### src/rtl/div_dbl_pkg.sv
package div_dbl_pkg;
  typedef enum logic [1:0] {
    ST_IDLE   = 2'd0,
    ST_GROW   = 2'd1,
    ST_SHRINK = 2'd2
  } dd_state_e;
endpackage

### src/rtl/div_dbl_lifo.sv
module div_dbl_lifo #(
  parameter int unsigned DW    = 16,
  parameter int unsigned DEPTH = 16,
  localparam int unsigned AW   = $clog2(DEPTH),
  localparam int unsigned PW   = $clog2(DEPTH + 1)
) (
  input  logic          clk_i,
  input  logic          rst_ni,
  input  logic          push_i,
  input  logic          pop_i,
  input  logic [DW-1:0] data_i,
  output logic [DW-1:0] top_o,
  output logic [PW-1:0] count_o
);
  logic [DW-1:0] mem_q [DEPTH];
  logic [PW-1:0] sp_q;
  logic [PW-1:0] sp_m1;

  assign sp_m1   = sp_q - PW'(1);
  assign top_o   = mem_q[sp_m1[AW-1:0]];
  assign count_o = sp_q;

  always_ff @(posedge clk_i) begin
    if (push_i) mem_q[sp_q[AW-1:0]] <= data_i;
  end

  always_ff @(posedge clk_i or negedge rst_ni) begin
    if (!rst_ni)     sp_q <= '0;
    else if (push_i) sp_q <= sp_q + PW'(1);
    else if (pop_i)  sp_q <= sp_m1;
  end
endmodule

### src/rtl/div_dbl_step.sv
module div_dbl_step #(
  parameter int unsigned W = 16
) (
  input  logic [W-1:0] cur_i,
  input  logic [W-1:0] rem_i,
  input  logic [W-1:0] top_i,
  output logic [W-1:0] dbl_o,
  output logic         grow_stop_o,
  output logic         fits_o,
  output logic [W-1:0] diff_o
);
  logic [W:0] dbl_wide;

  assign dbl_wide    = {cur_i, 1'b0};
  assign dbl_o       = dbl_wide[W-1:0];
  // equal to the running dividend still fits
  assign grow_stop_o = dbl_wide[W] | (dbl_wide[W-1:0] > rem_i);
  assign fits_o      = (top_i <= rem_i);
  assign diff_o      = rem_i - top_i;
endmodule

### src/rtl/div_dbl_fsm.sv
module div_dbl_fsm
  import div_dbl_pkg::*;
(
  input  logic      clk_i,
  input  logic      rst_ni,
  input  logic      start_i,
  input  logic      zero_i,
  input  logic      grow_stop_i,
  input  logic      last_pop_i,
  output dd_state_e state_o
);
  dd_state_e state_d, state_q;

  always_comb begin
    state_d = state_q;
    unique case (state_q)
      ST_IDLE:   if (start_i && !zero_i) state_d = ST_GROW;
      ST_GROW:   if (grow_stop_i)        state_d = ST_SHRINK;
      ST_SHRINK: if (last_pop_i)         state_d = ST_IDLE;
      default:                           state_d = ST_IDLE;
    endcase
  end

  always_ff @(posedge clk_i or negedge rst_ni) begin
    if (!rst_ni) state_q <= ST_IDLE;
    else         state_q <= state_d;
  end

  assign state_o = state_q;
endmodule

### src/rtl/div_dbl_top.sv
module div_dbl_top
  import div_dbl_pkg::*;
#(
  parameter int unsigned W = 16
) (
  input  logic         clk_i,
  input  logic         rst_ni,
  input  logic         start_i,
  input  logic [W-1:0] dividend_i,
  input  logic [W-1:0] divisor_i,
  output logic [W-1:0] quotient_o,
  output logic [W-1:0] remainder_o,
  output logic         done_o,
  output logic         div_zero_o
);
  localparam int unsigned DEPTH = W;
  localparam int unsigned PW    = $clog2(DEPTH + 1);

  dd_state_e     state;
  logic [W-1:0]  cur_q, rem_q, quo_q;
  logic          done_q, dz_q;
  logic [W-1:0]  top, dbl, diff;
  logic [PW-1:0] sp;
  logic          grow_stop, fits, last_pop, zero, accept, push, pop;

  assign zero     = (divisor_i == '0);
  assign accept   = (state == ST_IDLE) && start_i;
  assign push     = (state == ST_GROW);
  assign pop      = (state == ST_SHRINK);
  assign last_pop = (sp == PW'(1));

  div_dbl_fsm u_fsm (
    .clk_i       (clk_i),
    .rst_ni      (rst_ni),
    .start_i     (start_i),
    .zero_i      (zero),
    .grow_stop_i (grow_stop),
    .last_pop_i  (last_pop),
    .state_o     (state)
  );

  div_dbl_lifo #(.DW(W), .DEPTH(DEPTH)) u_lifo (
    .clk_i   (clk_i),
    .rst_ni  (rst_ni),
    .push_i  (push),
    .pop_i   (pop),
    .data_i  (cur_q),
    .top_o   (top),
    .count_o (sp)
  );

  div_dbl_step #(.W(W)) u_step (
    .cur_i       (cur_q),
    .rem_i       (rem_q),
    .top_i       (top),
    .dbl_o       (dbl),
    .grow_stop_o (grow_stop),
    .fits_o      (fits),
    .diff_o      (diff)
  );

  always_ff @(posedge clk_i or negedge rst_ni) begin
    if (!rst_ni) begin
      cur_q  <= '0;
      rem_q  <= '0;
      quo_q  <= '0;
      done_q <= 1'b0;
      dz_q   <= 1'b0;
    end else begin
      done_q <= 1'b0;
      if (accept) begin
        cur_q <= divisor_i;
        rem_q <= dividend_i;
        quo_q <= '0;
        dz_q  <= zero;
        if (zero) done_q <= 1'b1;
      end else if (push) begin
        if (!grow_stop) cur_q <= dbl;
      end else if (pop) begin
        if (fits) rem_q <= diff;
        quo_q <= {quo_q[W-2:0], fits};
        if (last_pop) done_q <= 1'b1;
      end
    end
  end

  assign quotient_o  = quo_q;
  assign remainder_o = rem_q;
  assign done_o      = done_q;
  assign div_zero_o  = dz_q;
endmodule

### config.mk
export PLATFORM = sky130hd
export DESIGN_NAME = div_dbl_top
export DESIGN_NICKNAME = d
export VERILOG_FILES = /design/src/rtl/div_dbl_pkg.sv /design/src/rtl/div_dbl_lifo.sv /design/src/rtl/div_dbl_step.sv /design/src/rtl/div_dbl_fsm.sv /design/src/rtl/div_dbl_top.sv
export SDC_FILE = /design/constraint.sdc
export NUM_CORES = 1
export LEC_CHECK = 0
export ABC_AREA = 0
export BUFFER_PORTS_ARGS = -buffer_cell sky130_fd_sc_hd__buf_2
export CORE_MARGIN = 2
export CORE_UTILIZATION = 50
export CTS_BUF_LIST = sky130_fd_sc_hd__clkbuf_4
export DETAILED_ROUTE_END_ITERATION = 12
export HOLD_SLACK_MARGIN = 0.06
export PLACE_DENSITY = 0.67
export SLEW_MARGIN = 10
export SYNTH_ARGS = -nofsm -noshare
export SYNTH_HDL_FRONTEND = slang
export SYNTH_SLANG_ARGS = --single-unit
### constraint.sdc
create_clock -name clk_i -period 7.69 [get_ports clk_i]
set_clock_uncertainty 0.2 [all_clocks]
set_input_delay 0.769 -clock clk_i [delete_from_list [all_inputs] [get_ports clk_i]]
set_output_delay 0.769 -clock clk_i [all_outputs]
set_load 0.02 [all_outputs]
# After elaboration in Yosys (flattened, before gate mapping)

Memory sizes are Yosys's and may differ from the RTL's.
Index checks and enable logic that the tools add are counted.

Input port bits: 35
Memories kept: 1
Logic and storage cells: 58
Bits in writable memories: 256
Flip-flop bits (word level): 57
Output and inout bits: 34

Reduce and logical (&&, ||, !) cells: 13
Mux-type cells: 23
Add/subtract/negate cells: 3
Equality and inequality tests: 8
$lt $le $gt $ge: 2
Bitwise logic cells: 1

Memory list:

| name         | words | width | rd ports | clocked after Yosys merged registers in | write ports | line               | text |
|---|---|---|---|---|---|---|---|
| u_lifo.mem_q | 16    | 16    | 1        | 0                                       | 1           | div_dbl_lifo.sv:15 | `logic [DW-1:0] mem_q [DEPTH];` |

Operators with widths:

| cell                  | count |
|---|---|
| $mux W16              | 10 |
| $gt A16 B16 Y1        | 1 |
| $le A16 B16 Y1        | 1 |
| $logic_not A16 Y1     | 1 |
| $sub A16 B16 Y16      | 1 |
| $mux W5               | 2 |
| $reduce_bool A2 Y1    | 4 |
| $mux W1               | 7 |
| $mux W2               | 3 |
| $ne A2 B2 Y1 const B  | 3 |
| $pmux W2 S3           | 1 |
| $reduce_and A3 Y1     | 2 |
| $add A5 B1 Y5 const B | 1 |
| $eq A5 B1 Y1 const B  | 1 |
| $sub A5 B1 Y5 const B | 1 |
| $ne A2 B1 Y1 const B  | 2 |
| $reduce_and A2 Y1     | 2 |
| $eq A2 B1 Y1 const B  | 1 |
| $eq A2 B2 Y1 const B  | 1 |
| $logic_and A1 B1 Y1   | 2 |
| $logic_not A2 Y1      | 1 |
| $logic_not A1 Y1      | 1 |
| $or A1 B1 Y1          | 1 |

# Logic depth before layout (Yosys ltp)

Gate-level depths: netlist of the first run.
An unclocked memory read counts as a cell.

Depth in word-level cells: 7
Mapped depth: 21
Gate-level depth less buffers: 12

# Hierarchy

From an unflattened synthesis of the first run, not the netlist that was laid out.

Cell total of the unflattened synthesis: 833
Area, all modules: 14066.0 µm²

Modules (own cells, without submodules):

| module       | area an instance (µm²) | cells an instance | instances |
|---|---|---|---|
| div_dbl_lifo | 10334.9                | 476               | 1 |
| div_dbl_top  | 2322.2                 | 159               | 1 |
| div_dbl_step | 1318.8                 | 190               | 1 |
| div_dbl_fsm  | 90.1                   | 8                 | 1 |

# Worst setup path after synthesis of the first run

No wires, ideal clock.

Path type: register -> register
From: register u_lifo.sp_q[0] (netlist: u_lifo.count_o[0])
To: register rem_q[15] (netlist: remainder_o[15])
Setup time: 0.104 ns
Arrival time: 5.146 ns
Stages on the path, launching flop included: 19
Required time: 7.386 ns
Path slack: 2.240 ns
Buffers on the path: 6
Cells stage by stage: dfrtp_1 buf_2 buf_2 buf_2 inv_1 ha_1 xnor2_1 buf_2 mux4_2 ha_1 fa_1 nand2b_1 a21o_1 a2111oi_4 nor4b_2 or2_1 buf_6 buf_6 o41ai_2

Longest elaborated chain between the ends: 7
Elaborated cells on any way between the ends: 10
Those cells by class: add/sub (2); order compare (1); mux (4); reduce/logical (2); memory (1)

Ends and longest elaborated chain:

| element                  | line               | text |
|---|---|---|
| start: declaration       | div_dbl_lifo.sv:16 | `logic [PW-1:0] sp_q;` |
| start signal: assignment | div_dbl_lifo.sv:29 | `else if (push_i) sp_q <= sp_q + PW'(1);` |
| start signal: assignment | div_dbl_lifo.sv:30 | `else if (pop_i) sp_q <= sp_m1;` |
| $sub A5 B1 Y5 (*)        | div_dbl_lifo.sv:19 | `assign sp_m1 = sp_q - PW'(1);` |
| $mem_v2 Z16 W16 (*)      | -                  |  |
| $sub A16 B16 Y16         | div_dbl_step.sv:19 | `assign diff_o = rem_i - top_i;` |
| $mux W16                 | div_dbl_top.sv:80  | `if (fits) rem_q <= diff;` |
| $mux W16                 | div_dbl_top.sv:79  | `end else if (pop) begin` |
| $mux W16                 | div_dbl_top.sv:77  | `end else if (push) begin` |
| $mux W16                 | div_dbl_top.sv:71  | `if (accept) begin` |
| end signal: assignment   | div_dbl_top.sv:73  | `rem_q <= dividend_i;` |
| end signal: assignment   | div_dbl_top.sv:80  |  |
| end: declaration         | div_dbl_top.sv:20  | `logic [W-1:0] cur_q, rem_q, quo_q;` |

Every way passes the cells marked *; elsewhere a longest branch is shown, timed or not. The select of a mux whose other input is x is not followed.
A chain may end at the register's enable or synchronous reset.

# Worst setup path in the final report of the first run

From: register u_lifo.sp_q[0] (netlist: u_lifo.count_o[0])
To: register rem_q[14] (netlist: remainder_o[14])

The elaborated chain is that of the path after synthesis.

==> metrics.cfg, run 1 <==
[sta]
fin_setup_tns_ns=0
max_freq_ghz=0.170
max_slew_margin_pct=20.3
min_period_ns=5.87
rsz0062_at_grt=false
period_share_pct=76.3
slew_violations=0
tightest_slew_ns=1.20
finalSetupViolCount=0
hold_viol=0

[logic_synthesis]
syn_area_um2=13800
synth_edf_count=256
synthArstFlopShare_pct=18.2
synth_cell_types=67
synth_largest_area_cell=edfxtp_1
synth_cells=824
syn_avg_cell_area_um2=16.7
synth_seq_cells=313
yosysWarnings=0
yosysSeqAreaShare_pct=66.1
synthTopCellsByArea=edfxtp_1 56%, mux4_2 13%, dfrtp_1 10%, ha_1 3.6%, mux2i_1 1.7%
synth_top_cell_area_share_pct=55.7
syn_nets=900
synth_flop_cell=edfxtp_1

[global_routing]
grt_max_degree=63
grt_pass1_vias=8327
antenna_found_initial=1
grt_first_pass_wirelength_um=48300
grt_usage_pct=22.7
overflow=0

[critical_path]
crit_path_start_kind=register
critPathMaxStageDelay_ns=0.88
crit_top_cell=mux4_2
critPathKind=reg -> reg
worstPathCellList=inv_1, ha_2, buf_12, mux4_2, mux4_2, ha_1, fa_1, nand2b_1, a21o_1, a2111oi_4, nor4b_2, or2_1, a221o_1
cp.arrival_ns=6.24
worstPathMaxFanout=38
worst_setup_path_end_kind=register
crit_slowest_cell=ha_2
cp.required_ns=8.07

[detailed_routing]
drtPass1Iterations=5
route.vias.total=7997
wirelength_um=31500
drt_iter0_markers=736
avgRoutedWirePerCell_um=23.3
drc=0
via_per_inst=5.92
antenna_left=0

[clocking]
numCtsBuffers=76
cts.sinks=313
clkLatencyLatePin_ns=0.68
clock-root-buffer=clkbuf_4
cts_setup_buffers=0
ctsLongestPathBuffers=3
cts_max_level=3
clk_pin_slew_worst_paths_ns=0.07
tritoncts=built

[floorplanning]
die_height_um=170
coreArea_um2=27000
io_pins=69
rows=60
start_util_pct=51.0
fp.dieW_um=170
die_area_um2=28900

[layout]
drive_gt1_share_pct=31.0
regArea_um2=9120
n_fill_cell=2112
most-common-layout-cells=256 x edfxtp_1, 110 x clkbuf_4, 80 x mux4_2, 68 x buf_2, 56 x dfrtp_1
nNetsFinal=1024
multiInputGateArea_um2=4390
final_common_cell=edfxtp_1
syn2layout_area_growth_pct=12.9

[min_path]
min_path_type=in -> reg

[run_status]
status=finished clean

[place]
place.port_buffers=68
place.gp.congestion=0.970
dpl.hpwl_um=19200

[job]
cap_violations=0

-- area by class of cell --
type / count / area share [%]
clock inverters: 28 / 0.900
multi-input cells: 427 / 28.2
clock buffers: 110 / 5.30
diodes: 2 / 0.0321
flip-flops and latches: 313 / 58.6
well taps: 341 / 2.74
inverters: 43 / 1.04
repair buffers: 87 / 3.25
-- synthesized netlist by cell type, types with 3 or more instances --
cell type    n
nor4_1       6
nand3b_1     3
nor2_1      23
o21a_1       3
and3b_1      3
a31oi_1      4
ha_1        40
edfxtp_1   256
dfrtp_1     57
o31a_1       3
nor3b_1      6
mux2i_1     23
a21oi_1     20
nand3_1      7
or3_1        3
o221ai_1     3
clkbuf_1    27
o211ai_1     3
nand2b_1     6
nand4_1      5
mux2_2       6
nand2_1     44
a22o_1      16
nor3_1       5
o21ai_0     37
inv_1       43
xnor2_1     10
and2_1       5
mux4_2      80
nor2b_1      3
buf_2        9
and3_1      11
a21o_1      12
-- kinds of logic after synthesis --
logic type	count (synthesis)	synth area share [%]
buffers and inverters	84	2.51
muxes	109	15.2
DFF	313	66.1
and+or+nand+nor	137	5.14
AOI/OAI and AO/OA	129	6.58
xor gates and xnor gates	11	0.698
adders and majority gates	41	3.77
-- worst paths after layout --
path                                         from                end  slack [ns]  cells after the start
worst max-delay path            u_lifo.count_o[0]    remainder_o[14]        1.82                     13
min in group asynchronous                  rst_ni           cur_q[7]        0.58                      3
worst min register to register  u_lifo.count_o[4]  u_lifo.count_o[4]        0.27                      1
worst max register to register  u_lifo.count_o[0]    remainder_o[14]        1.82                     13
worst min-delay path                 divisor_i[9]           cur_q[9]        0.11                      3
max in group asynchronous                  rst_ni  u_lifo.count_o[0]        6.10                      3
-- critical path, delay by kind of cell (launching register included) --
kind                       cells  cell delay (ns)
AOI/OAI and AO/OA              3             1.03
DFF                            1             0.82
and+or+nand+nor                3             0.84
muxes                          2             0.84
buffers and inverters          2             0.53
adders and majority gates      3             1.49
-- timing repair --
item / in CTS / in global routing
endpoints found under the hold margin: 58 / 0
hold buffers: 4 / 0
gates resized for setup: 0 / 0
-- sequential cells by signal, indices dropped and copies added (netlist names) --
signal / count
remainder_o: 16
quotient_o: 16
div_zero_o: 1
done_o: 1
u_lifo.mem_q: 256
u_fsm.state_o: 2
cur_q: 16
u_lifo.count_o: 5
-- stage by stage --
stage	cells	utilization [%]	hold slack (ns)	cell area, µm²	setup WS [ns]
CTS	1349	57.6	0.0618	15600	1.73
global route	1350	57.6	0.105	15600	1.45
detailed placement	1207	53.9	0.264	14600	1.72
finish	1351	57.6	0.105	15600	1.82
floorplan	824	-	0.241	13800	2.24
global placement	1207	53.9	0.259	14600	1.84
-- layer usage --
layer / GRT usage (%) / up-vias / wire length (µm)
met1: 30.4 / 4040 / 13200
met4: 9.70 / 0 / 967
met5: 0 / - / 0
li1: - / 3560 / -
met2: 36.7 / 331 / 15100
met3: 4.58 / 66 / 2250
Power of run 1 is left out: the tool's default activity adds up to more than one toggle a clock period on the data nets, which glitch-free logic cannot reach.
==> inputs of run 2 (changes only) <==
--- a/config.mk
+++ b/config.mk
@@ -12,7 +12,7 @@
 export CTS_BUF_LIST = sky130_fd_sc_hd__clkbuf_4
 export DETAILED_ROUTE_END_ITERATION = 12
 export HOLD_SLACK_MARGIN = 0.06
-export PLACE_DENSITY = 0.67
+export PLACE_DENSITY = 0.7
 export SLEW_MARGIN = 10
 export SYNTH_ARGS = -nofsm -noshare
 export SYNTH_HDL_FRONTEND = slang
==> constraint.sdc (replaced) <==
create_clock -name clk_i -period 4.9 [get_ports clk_i]
set_clock_uncertainty 0.2 [all_clocks]
set_input_delay 0.49 -clock clk_i [delete_from_list [all_inputs] [get_ports clk_i]]
set_output_delay 0.49 -clock clk_i [all_outputs]
set_load 0.02 [all_outputs]
==> run 2 against run 1 <==
Against the previous run:
- count of clock-buffer cells in the layout increased by 5
- critical path depth unchanged
- highest routed layer unchanged
- cell count grew 3.6%
==> metrics.cfg, run 2 (synthesis results as in run 1) <==
[run_status]
status=finished clean

[critical_path]
crit_top_cell=mux4_2
crit_buf_inv=3  ; +1
worstPathCellList=inv_1, ha_2, buf_12, mux4_2, mux4_2, fa_1, nand2b_1, a21o_1, a2111oi_4, nor4b_2, or2_2, buf_4, o41ai_2
cp_num_cells=13  ; unchanged
crit_path_start_kind=register
worstRegToRegCells=13  ; unchanged
path_delay_family=compound AO/OA/AOI/OAI gates
cp.arrival_ns=5.07  ; -1.17 ns
worstPathMaxFanout=40  ; +5.3%
crit_slowest_cell=mux4_2
cp.required_ns=5.28  ; -2.79 ns
critPathKind=reg -> reg
critPathMaxStageDelay_ns=0.54  ; -0.34 ns
worst_setup_path_end_kind=register

[floorplanning]
die_area_um2=28900  ; unchanged
fp.dieW_um=170  ; unchanged
rows=60  ; unchanged
die_height_um=170  ; unchanged
start_util_pct=51.0  ; unchanged
io_pins=69  ; unchanged
coreArea_um2=27000  ; unchanged

[layout]
most-common-layout-cells=256 x edfxtp_1, 115 x clkbuf_4, 80 x mux4_2, 68 x buf_2, 56 x dfrtp_1
syn2layout_area_growth_pct=16.6
post-route-util_pct=59.5  ; +1.9 points
drive_gt1_share_pct=31.8  ; +0.90 points
final_common_cell=edfxtp_1
nNetsFinal=1075  ; +5.0%
largest_register_ffs=256  ; unchanged

[detailed_routing]
route.vias.total=8229  ; +2.9%
drc=0  ; unchanged
drtPass1Iterations=5  ; unchanged
via_per_inst=5.88  ; -0.63%
avgRoutedWirePerCell_um=22.8  ; -2.3%
drt_iter0_markers=742  ; +0.82%
antenna_left=0  ; unchanged
wirelength_um=31800  ; +1.2%

[place]
dpl.hpwl_um=19700  ; +2.6%
place.gp.congestion=0.931  ; -4.0%
place.port_buffers=68  ; unchanged

[global_routing]
grt_pass1_vias=8456  ; +1.5%
top_usage_layer=met2
grt_usage_pct=23.0  ; +0.25 points
use_met1_pct=29.6  ; -0.80 points
grt_first_pass_wirelength_um=48600  ; +0.74%
gr-usage-met2_pct=37.8  ; +1.1 points
grt_max_degree=58  ; -7.9%
antenna_found_initial=3  ; +2
use_met3_pct=5.21  ; +0.63 points
overflow=0  ; unchanged

[clocking]
clkLatencyLatePin_ns=0.72  ; +0.04 ns
numCtsBuffers=79  ; +3.9%
cts_max_level=3  ; unchanged
clk_pin_slew_worst_paths_ns=0.07  ; about the same
ctsLongestPathBuffers=3  ; unchanged
tritoncts=built
clock-root-buffer=clkbuf_4
cts.sinks=313  ; unchanged

[sta]
fin_setup_tns_ns=0  ; unchanged
max_freq_ghz=0.213  ; +25%
period_share_pct=95.6  ; +19 points
hold_ws_ns=0.280  ; +0.175 ns
tightest_slew_ns=1.15  ; -0.0466 ns
max_slew_margin_pct=23.4  ; +3.1 points
finalSetupViolCount=0  ; unchanged
min_period_ns=4.68  ; -1.18 ns
hold_viol=0  ; unchanged
rsz0062_at_grt=false
slew_violations=0  ; unchanged

[job]
cap_violations=0  ; unchanged

[min_path]
min_path_type=reg -> reg
min_path_cells=1  ; -2

run 2: path summary, 6_finish.rpt:
path,from,end,slack [ns]
max,u_lifo.count_o[1],remainder_o[15],0.22
min,u_lifo.count_o[4],u_lifo.count_o[4],0.28
max reg2reg,u_lifo.count_o[1],remainder_o[15],0.22
min reg2reg,u_lifo.count_o[4],u_lifo.count_o[4],0.28
max in group asynchronous,rst_ni,u_lifo.count_o[0],3.63
min in group asynchronous,rst_ni,quotient_o[10],0.29
run 2: repair_timing:
item,in CTS,in global routing
hold endpoints to repair,92,0
setup endpoints to repair,0,9
hold buffers,34,0
gates resized for setup,0,3
setup buffers,0,0
run 2: routing by layer:
layer,vias to the layer above,part of all wire [%]
met5,-,0
met3,55,7.3
met4,0,3.1
met2,338,49
li1,3672,-
met1,4164,41
run 2: cell type report:
| cell class | count | area [µm²] |
|---|---|---|
| antenna | 3 | 7.51 |
| multi-input combinational | 427 | 4400 |
| clock inverter | 22 | 154 |
| inverter | 43 | 161 |
| clock buffer | 115 | 863 |
| sequential | 313 | 9120 |
| timing repair buffer | 135 | 957 |
| fill | 2053 | 10900 |
| tap | 341 | 427 |
run 2: per-stage QoR:
stage,instances,area (µm²),setup WS (ns)
final,1399,16100,0.215
after global routing,1398,16100,0.0166
after CTS,1396,16100,0.107
after detailed placement,1225,14700,0.162
after global placement,1225,14700,0.237
after floorplan,824,13800,0.0149
Power of run 2 is left out for the same reason.
